<file path="src/rtl/rnmi_csr_pkg.sv">
package rnmi_csr_pkg;
  localparam int ADDR_W = 12;
  localparam logic [ADDR_W-1:0] ADDR_SCRATCH = 12'h740;
  localparam logic [ADDR_W-1:0] ADDR_EPC     = 12'h741;
  localparam logic [ADDR_W-1:0] ADDR_CAUSE   = 12'h742;
  localparam logic [ADDR_W-1:0] ADDR_STATUS  = 12'h744;
  localparam int NMIE_BIT = 3;
  localparam int PV_BIT   = 7;
  localparam int PP_LO    = 11;
  localparam int PP_HI    = 12;
  localparam int NUM_REGS = 4;

  typedef enum logic [1:0] {
    SEL_SCRATCH = 2'd0,
    SEL_EPC     = 2'd1,
    SEL_CAUSE   = 2'd2,
    SEL_STATUS  = 2'd3
  } regSel_e;

  typedef struct packed {
    logic [NUM_REGS-1:0] wrOne;
    logic                rdOn;
    regSel_e             rdSel;
  } strobes_t;
endpackage

</file>
<file path="src/rtl/rnmi_csr_ctrl.sv">
module rnmi_csr_ctrl
  import rnmi_csr_pkg::*;
(
  input  logic              extEn,
  input  logic [ADDR_W-1:0] csrAddr,
  input  logic              csrRe,
  input  logic              csrWe,
  output strobes_t          strobes,
  output logic              csrIllegal
);
  localparam logic [NUM_REGS-1:0][ADDR_W-1:0] ADDR_TABLE =
    {ADDR_STATUS, ADDR_CAUSE, ADDR_EPC, ADDR_SCRATCH};

  logic [NUM_REGS-1:0] hitVec;

  genvar g;
  generate
    for (g = 0; g < NUM_REGS; g++) begin : g_dec
      assign hitVec[g] = (csrAddr == ADDR_TABLE[g]);
    end
  endgenerate

  logic inBank;
  assign inBank = |hitVec;

  always_comb begin
    strobes.wrOne = (csrWe && extEn) ? hitVec : '0;
    strobes.rdOn  = csrRe && extEn && inBank;
    strobes.rdSel = SEL_SCRATCH;
    for (int i = 0; i < NUM_REGS; i++) begin
      if (hitVec[i]) strobes.rdSel = regSel_e'(i);
    end
  end

  assign csrIllegal = (csrRe || csrWe) && inBank && !extEn;
endmodule

</file>
<file path="src/rtl/rnmi_csr_dp.sv">
module rnmi_csr_dp
  import rnmi_csr_pkg::*;
#(
  parameter int XLEN   = 32,
  parameter int PEND_W = 4
) (
  input  logic              clk,
  input  logic              rstN,
  input  strobes_t          strobes,
  input  logic              hypPresent,
  input  logic [XLEN-1:0]   csrWdata,
  output logic [XLEN-1:0]   csrRdata,
  input  logic              hwEpcWe,
  input  logic [XLEN-1:0]   hwEpc,
  input  logic              hwCauseWe,
  input  logic [XLEN-1:0]   hwCause,
  input  logic              hwNmieClr,
  input  logic [PEND_W-1:0] pendSet,
  input  logic [PEND_W-1:0] pendClr,
  output logic              nmiEnable,
  output logic [1:0]        prevPriv,
  output logic              prevVirt,
  output logic              tlbFlushReq,
  output logic [PEND_W-1:0] rnmiPending
);
  localparam logic [XLEN-1:0] CAUSE_MASK = {1'b0, {(XLEN-1){1'b1}}};

  logic [XLEN-1:0] scratchQ, epcQ, causeQ, statusView;
  logic wrStatus, pvChange;

  assign wrStatus = strobes.wrOne[SEL_STATUS];
  assign pvChange = wrStatus && hypPresent && (csrWdata[PV_BIT] != prevVirt);

  always_ff @(posedge clk) begin
    if (!rstN) begin
      scratchQ    <= '0;
      epcQ        <= '0;
      causeQ      <= '0;
      nmiEnable   <= 1'b0;
      prevPriv    <= 2'b00;
      prevVirt    <= 1'b0;
      tlbFlushReq <= 1'b0;
      rnmiPending <= '0;
    end else begin
      if (strobes.wrOne[SEL_SCRATCH]) scratchQ <= csrWdata;

      if (hwEpcWe)                      epcQ <= hwEpc;
      else if (strobes.wrOne[SEL_EPC])  epcQ <= csrWdata;

      if (hwCauseWe)                      causeQ <= hwCause & CAUSE_MASK;
      else if (strobes.wrOne[SEL_CAUSE])  causeQ <= csrWdata & CAUSE_MASK;

      if (hwNmieClr)                              nmiEnable <= 1'b0;
      else if (wrStatus && csrWdata[NMIE_BIT])    nmiEnable <= 1'b1;

      if (wrStatus)               prevPriv <= csrWdata[PP_HI:PP_LO];
      if (wrStatus && hypPresent) prevVirt <= csrWdata[PV_BIT];

      tlbFlushReq <= pvChange;
      rnmiPending <= (rnmiPending & ~pendClr) | pendSet;
    end
  end

  always_comb begin
    statusView              = '0;
    statusView[NMIE_BIT]    = nmiEnable;
    statusView[PV_BIT]      = prevVirt;
    statusView[PP_HI:PP_LO] = prevPriv;
  end

  always_comb begin
    csrRdata = '0;
    if (strobes.rdOn) begin
      unique case (strobes.rdSel)
        SEL_SCRATCH: csrRdata = scratchQ;
        SEL_EPC:     csrRdata = epcQ;
        SEL_CAUSE:   csrRdata = causeQ;
        SEL_STATUS:  csrRdata = statusView;
      endcase
    end
  end
endmodule

</file>
<file path="src/rtl/rnmi_csr_bank.sv">
module rnmi_csr_bank
  import rnmi_csr_pkg::*;
#(
  parameter int XLEN   = 32,
  parameter int PEND_W = 4
) (
  input  logic              clk,
  input  logic              rstN,
  input  logic              extEn,
  input  logic              hypPresent,
  input  logic [11:0]       csrAddr,
  input  logic              csrRe,
  input  logic              csrWe,
  input  logic [XLEN-1:0]   csrWdata,
  output logic [XLEN-1:0]   csrRdata,
  output logic              csrIllegal,
  input  logic              hwEpcWe,
  input  logic [XLEN-1:0]   hwEpc,
  input  logic              hwCauseWe,
  input  logic [XLEN-1:0]   hwCause,
  input  logic              hwNmieClr,
  input  logic [PEND_W-1:0] pendSet,
  input  logic [PEND_W-1:0] pendClr,
  output logic              nmiEnable,
  output logic [1:0]        prevPriv,
  output logic              prevVirt,
  output logic              tlbFlushReq,
  output logic [PEND_W-1:0] rnmiPending
);
  strobes_t strobes;

  rnmi_csr_ctrl i_ctrl (
    .extEn(extEn), .csrAddr(csrAddr), .csrRe(csrRe), .csrWe(csrWe),
    .strobes(strobes), .csrIllegal(csrIllegal)
  );

  rnmi_csr_dp #(.XLEN(XLEN), .PEND_W(PEND_W)) i_dp (
    .clk(clk), .rstN(rstN), .strobes(strobes), .hypPresent(hypPresent),
    .csrWdata(csrWdata), .csrRdata(csrRdata),
    .hwEpcWe(hwEpcWe), .hwEpc(hwEpc), .hwCauseWe(hwCauseWe), .hwCause(hwCause),
    .hwNmieClr(hwNmieClr), .pendSet(pendSet), .pendClr(pendClr),
    .nmiEnable(nmiEnable), .prevPriv(prevPriv), .prevVirt(prevVirt),
    .tlbFlushReq(tlbFlushReq), .rnmiPending(rnmiPending)
  );
endmodule

</file>
<file path="config.mk">
export PLATFORM = sky130hd
export DESIGN_NAME = rnmi_csr_bank
export DESIGN_NICKNAME = d
export VERILOG_FILES = /design/src/rtl/rnmi_csr_pkg.sv /design/src/rtl/rnmi_csr_ctrl.sv /design/src/rtl/rnmi_csr_dp.sv /design/src/rtl/rnmi_csr_bank.sv
export SDC_FILE = /design/constraint.sdc
export NUM_CORES = 1
export LEC_CHECK = 0
export BUFFER_PORTS_ARGS = -buffer_cell sky130_fd_sc_hd__buf_2
export CORE_MARGIN = 3
export CORE_UTILIZATION = 50
export DETAILED_ROUTE_END_ITERATION = 10
export GPL_ROUTABILITY_DRIVEN = 0
export GPL_TIMING_DRIVEN = 0
export PLACE_DENSITY_LB_ADDON = 0.2
export SLEW_MARGIN = 20
export SYNTH_ARGS = -nofsm -noshare
export SYNTH_HDL_FRONTEND = slang
export SYNTH_HIERARCHICAL = 1
export SYNTH_SLANG_ARGS = --single-unit
</file>
<file path="constraint.sdc">
create_clock -name clk -period 2.4 [get_ports clk]
set_input_delay 0.24 -clock clk [delete_from_list [all_inputs] [get_ports clk]]
set_output_delay 0.24 -clock clk [all_outputs]
set_load 0.02 [all_outputs]
</file>
# After elaboration in Yosys (flattened, before gate mapping)
# Index checks and enable logic that the tools add are counted.
[word_totals]
output_inout_bits = 42
register_bits = 104
input_bits = 125
wordCells = 45
[op_classes]
muxes = 10
reduce_logical = 15
n_eq_ne = 8
n_bitwise = 4
[op_table]
columns = ["op", "count"]
rows = [
  ["case mux 32 bit (4 select lines)", 1],
  ["two-way mux 32 bit", 3],
  ["two-way mux 31 bit", 2],
  ["== test 12 x 11 -> 1 bit, second input constant", 4],
  ["logical AND 1 bit", 8],
  ["AND 4 bit", 1],
  ["== test 2 bit, second input constant", 2],
  ["two-way mux 2 bit", 2],
  ["two-way mux 4 bit", 1],
  ["inverter 4 bit", 1],
  ["bitwise OR 4 bit", 1],
  ["nonzero test 2 bit", 2],
  ["OR reduction 4 bit", 1],
  ["== test 2 x 1 -> 1 bit, second input constant", 1],
  ["logical NOT 2 bit", 1],
  ["OR reduction 2 bit", 1],
  ["logical NOT 1 bit", 1],
  ["logical OR 1 bit", 1],
  ["two-way mux 1 bit", 1],
  ["inequality test 1 bit", 1],
  ["inverter 1 bit", 1],
]

# Depth between registers and ports, before layout
# Gate-level depths: netlist of run 1.
[logic_depth]
depth_word = 7
depth_mapped = 8
depth_no_buf = 5

# Hierarchy
# Netlist of run 1, hierarchy kept.
[modules_own_cells]
columns = ["module", "n_inst", "seq_area_each_um2", "area_per_inst_um2", "cells_per_inst"]
rows = [
  ["rnmi_csr_dp", 1, 2082.0, 5582.9, 523],
  ["rnmi_csr_ctrl", 1, 0.0, 191.4, 25],
]

# Least setup slack after synthesis of run 1
# OpenSTA, ideal clock, no wires.
[synth_timing]
kind = "input -> output"
from = "input csrAddr[5]"
to = "output csrRdata[10]"
arrival_time_ns = 1.894
n_path_buf = 2
path_slack_ns = 0.266
path_stages = 7
cell_sequence = "nor4b_4 > nand2_1 > nor4_1 > nand2b_1 > buf_2 > buf_2 > o22ai_1"
[synth_rtl]
columns = ["item", "line", "text"]
rows = [
  ["from (decl)", "rnmi_csr_bank.sv:11", "input logic [11:0] csrAddr,"],
  ["to (decl)", "rnmi_csr_bank.sv:15", "output logic [XLEN-1:0] csrRdata,"],
]

==> results of run 1 <==
where the power goes:
group / internal (uW) / total, uW / switching (uW)
logic: 252 / 454 / 202
registers: 1800 / 1840 / 39.1
clock network: 1020 / 1670 / 646
flip-flops by register name, indices dropped and copies added (netlist names):
name and cells:
i_dp/causeQ 31, i_dp/scratchQ 32, i_dp/tlbFlushReq 1, i_dp/rnmiPending 4, i_dp/prevPriv 2, i_dp/prevVirt 1, i_dp/epcQ 32, i_dp/nmiEnable 1
cell usage after synthesis:
library cell	instances
a21boi_0	1
a21oi_1	2
and3_1	1
and4b_1	1
buf_12	3
buf_2	20
buf_4	8
buf_6	4
clkbuf_1	14
clkbuf_4	1
dfxtp_1	104
inv_1	1
mux2_2	33
mux2_4	30
mux2i_1	70
nand2_1	30
nand2_2	1
nand2b_1	65
nand3_1	2
nand4b_1	1
nor2_1	4
nor2b_1	38
nor3_1	1
nor3b_1	2
nor4_1	4
nor4_2	2
nor4b_2	1
nor4b_4	1
o211a_1	63
o211ai_2	1
o21a_1	5
o22ai_1	31
xnor2_1	3
logic make-up (layout without fill, tap and decap cells):
kind of cell / after synthesis / in the layout / share of synthesized area (%)
AOI/OAI and AO/OA: 103 / 103 / 15.4
xor gates and xnor gates: 3 / 3 / 0.455
buffers and inverters: 51 / 231 / 5.70
DFF: 104 / 104 / 36.1
muxes: 133 / 133 / 26.4
and+or+nand+nor: 154 / 154 / 16.0
per-stage QoR:
stage	setup TNS (ps)	power, uW	hold WS, ps	area (um2)	utilization, %
global placement	-10130	2310	441	6760	61.0
detailed placement	-10640	2330	450	6760	61.0
finish	0	3970	89.2	7190	64.9
global route	-2.70	4100	77.4	7190	64.9
CTS	-10.6	3990	82.8	7150	64.6
floorplan	0	2140	316	5770	-
timing repair:
action / CTS / global route
setup buffers: 2 / 1
endpoints found under the setup margin: 30 / 30
pin swaps: 0 / 1
gates cloned: 0 / 0
gates resized for setup: 13 / 12
path summary, 6_finish.rpt:
path	endpoint	slack, ps	depth (start not counted)
setup / recovery	csrRdata[30]	80	8
hold / removal	i_dp/nmiEnable	90	2
setup reg to reg	i_dp/epcQ[25]	1500	2
hold reg to reg	i_dp/scratchQ[8]	520	2
per-layer routing:
layer	wire, um	up-vias	global-route usage (%)
met5	0	-	0
met4	258	0	6.01
met3	1110	21	5.04
met2	7880	177	43.8
met1	6970	2314	31.8
li1	-	2320	-
cell type report:
cell class                 count  area (um2)
buffer                        50         367
clock buffer                  11         233
clock inverter                 5         104
fill                         944        3880
inverter                       1        3.75
multi-input combinational    393        3400
sequential                   104        2080
tap                          140         175
timing repair buffer         164         831
layout by cell type, fill, tap and decap left out, types with 12 or more instances in the layout:
| cell | netlist | layout |
|---|---|---|
| dfxtp_1 | 104 | 104 |
| mux2i_1 | 70 | 70 |
| o22ai_1 | 31 | 31 |
| mux2_4 | 30 | 30 |
| nand2_1 | 30 | 29 |
| nor2b_1 | 38 | 38 |
| buf_2 | 20 | 177 |
| o211a_1 | 63 | 63 |
| clkbuf_1 | 14 | 12 |
| mux2_2 | 33 | 33 |
| nand2b_1 | 65 | 65 |
==> results.ini, run 1 <==
[cells_and_area]
num_antenna_cells = 0
drive_above_1_share_pct = 40.0
fin_nets = 848
areaGrowthSynthToFinish_pct = 24.6
fin_cells = 868

[synth]
yosys_warnings = 6
syn_inst = 548
synth_seq_area_share_pct = 36.1
synth_area_um2 = 5770
synth-seq-cells = 104
syn-num-nets = 673
yosysTopAreaCell = dfxtp_1
avgSynthCellArea_um2 = 10.5
synth.distinct_cells = 33
netlist.area_leader.share_pct = 36.1
synthTopCellsByArea = dfxtp_1, mux2i_1, o211a_1

[die]
die-area_um2 = 12900
initial_core_util_pct = 52.1
die_width_um = 113
io_pins = 167
num_rows = 38
die_h_um = 113
coreArea_um2 = 11100

[critical_path]
path_class = in2out
critical_path_buf_inv_count = 3
worstPathCellList = buf_2 > nor4b_4 > nand2_2 > nor4_4 > nand2b_1 > buf_2 > o22ai_1 > buf_2
cp_common_cell = buf_2
cp_top_family = simple AND/OR/NAND/NOR gates
critPathRequiredTime_ps = 2160
critPathLaunch = csrAddr[5]
cp_slowest_cell = nor4b_4
crit_fanout = 10
cp_data_arrival_time_ps = 2080
cp-end-kind = primary output
startpoint_type = input port
r2r-start = i_dp/epcQ[25]
cpPeakStageDelay_ps = 370

[timing]
min_period_ps = 2320
tightest_slew_ps = 803
finalSetupViolCount = 0
slew_viol_final = 0
fin_crit_sh_pct = 96.8
skew_ps = 0.590
maxSlewHeadroom_pct = 46.3
worst_slack_ps = 76.9
fmaxAchievable_mhz = 430
finalHoldViolCount = 0

[drt]
first_iter_violations = 271
ant_nets = 0
viasPerCell = 5.57
first_pass_iters = 5
route.detailed.drc = 0
routed_wl_um = 16200
wire_per_inst_um = 18.7
num_vias = 4832

[clocking]
clk_latency_ps = 340
cts_root_buf = clkbuf_16
holdBufCountCts = 0
cts_made_buffers = 9
clkTransAtPathRegs_ps = 60
cts.path.max_buffers = 2
cts.sinks = 104
cts_tree = built
h-tree-depth = 3

[grt]
grt_overflow = 0
antenna_found_initial = 0
track_usage_pct = 25.1
grt_pass1_vias = 4946
grt_first_pass_wirelength_um = 25400
grt_start_max_net_pins = 17

[place]
place_hpwl_um = 11900
dp_cells = 849
port_buffers = 161
place_ws_ps = -518

[hold_path]
min_from = hwNmieClr
hp-class = in2reg

[job]
cap_viol_max_count = 0

[power]
p_leak_uw = 0.00334
ir_drop_mv = 0.421
power.density_nw_per_um2 = 551

[outcome]
status = completed

(Power assumes the default switching activity.)
==> inputs of run 2 (changes only) <==
--- a/config.mk
+++ b/config.mk
@@ -10,7 +10,6 @@
 export CORE_UTILIZATION = 50
 export DETAILED_ROUTE_END_ITERATION = 10
 export GPL_ROUTABILITY_DRIVEN = 0
-export GPL_TIMING_DRIVEN = 0
 export PLACE_DENSITY_LB_ADDON = 0.2
 export SLEW_MARGIN = 20
 export SYNTH_ARGS = -nofsm -noshare
==> results.ini, run 2 (synthesis gave the netlist of run 1 again) <==
[critical_path]
cp_top_family = simple AND/OR/NAND/NOR gates
worstPathCellList = buf_2 > nor4b_4 > nand2_2 > nor4_4 > buf_4 > nand2b_1 > buf_4 > o22ai_1 > buf_2
cpPeakStageDelay_ps = 370
cp-end-kind = primary output
cp_slowest_cell = nor4b_4
critPathRequiredTime_ps = 2160
cp_data_arrival_time_ps = 2040
crit_fanout = 11
path_class = in2out
startpoint_type = input port
critical_path_buf_inv_count = 4

[drt]
first_pass_iters = 4
num_vias = 4665
wire_per_inst_um = 17.4
viasPerCell = 5.54
routed_wl_um = 14700
route.detailed.drc = 0
ant_nets = 0
first_iter_violations = 237

[timing]
slew_viol_final = 0
maxSlewHeadroom_pct = 58.2
tightest_slew_ps = 627
finalHoldViolCount = 0
skew_ps = 0.356
finalSetupViolCount = 0
min_period_ps = 2280
worst_slack_ps = 123
tns_ps = 0
rsz0062_at_grt = false
fin_crit_sh_pct = 94.9
fmaxAchievable_mhz = 439

[die]
die_h_um = 113
die-area_um2 = 12900
num_rows = 38
io_pins = 167
coreArea_um2 = 11100
initial_core_util_pct = 52.1
die_width_um = 113

[cells_and_area]
drive_above_1_share_pct = 39.5
final_common_cell = buf_2
fin_nets = 822
top_regs = i_dp/epcQ x32, i_dp/scratchQ x32, i_dp/causeQ x31
areaGrowthSynthToFinish_pct = 23.0
final_cell_mix = buf_2, dfxtp_1, mux2i_1
post-route-cell-area_um2 = 7100
fillerInstances = 921
num_antenna_cells = 0

[clocking]
cts.repair.resized = 0
h-tree-depth = 3
cts_root_buf = clkbuf_16
clk_latency_ps = 340
cts_made_buffers = 9
cts.path.max_buffers = 2
cts_setup_buffers = 0
cts.sinks = 104
clkTransAtPathRegs_ps = 70
holdBufCountCts = 0
cts_tree = built

[place]
port_buffers = 165
place_hpwl_um = 10200
dpl-instance-area_um2 = 6770
place_ws_ps = 80.7

[grt]
grt_pass1_vias = 4745
grt_first_pass_wirelength_um = 23300
grt_overflow = 0
track_usage_pct = 22.6
antenna_found_initial = 1
grt_start_max_net_pins = 82

[power]
power.density_nw_per_um2 = 539
ir_drop_mv = 0.522
p_leak_uw = 0.00326

[hold_path]
hp-class = in2reg

[job]
cap_viol_max_count = 0

[outcome]
status = completed

[run 2: per-stage QoR]
stage / utilization [%] / total power [uW] / std cells / hold slack, ps
2_1_floorplan: - / 2140 / 548 / 316
5_1_grt: 64.1 / 3980 / 842 / 31.0
3_5_place_dp: 61.1 / 2310 / 826 / 409
4_1_cts: 63.9 / 3860 / 842 / 32.6
6_report: 64.1 / 3830 / 842 / 49.6
3_3_place_gp: 61.1 / 2290 / 826 / 407
[run 2: worst paths after layout]
check / from / to / slack (ps) / cells after the start
worst min register to register: i_dp/scratchQ[1] / i_dp/scratchQ[1] / 520 / 2
worst max register to register: i_dp/epcQ[17] / i_dp/epcQ[17] / 1500 / 2
worst min-delay path: hwNmieClr / i_dp/nmiEnable / 50 / 2
worst max-delay path: csrAddr[5] / csrRdata[2] / 120 / 9
[run 2: power breakdown]
group / internal (uW) / switching [uW]
clock network: 915 / 633
registers: 1800 / 36.8
logic: 252 / 185
total: 2970 / 854
[run 2: routing by layer]
metal | track usage (%) | part of all wire (%) | vias to the layer above
met3 | 6.26 | 7.1 | 17
li1 | - | - | 2274
met4 | 5.85 | 1.3 | 2
met1 | 26.9 | 42 | 2214
met2 | 40.0 | 49 | 158
met5 | 0 | 0.089 | -
[run 2: area by class of cell]
class | instances | area, um2 | area share (%)
inverter | 1 | 3.75 | 0.0529
multi-input combinational | 393 | 3410 | 48.1
tap | 140 | 175 | 2.47
timing repair buffer | 188 | 1110 | 15.7
clock inverter | 5 | 78.8 | 1.11
sequential | 104 | 2080 | 29.3
clock buffer | 11 | 233 | 3.28
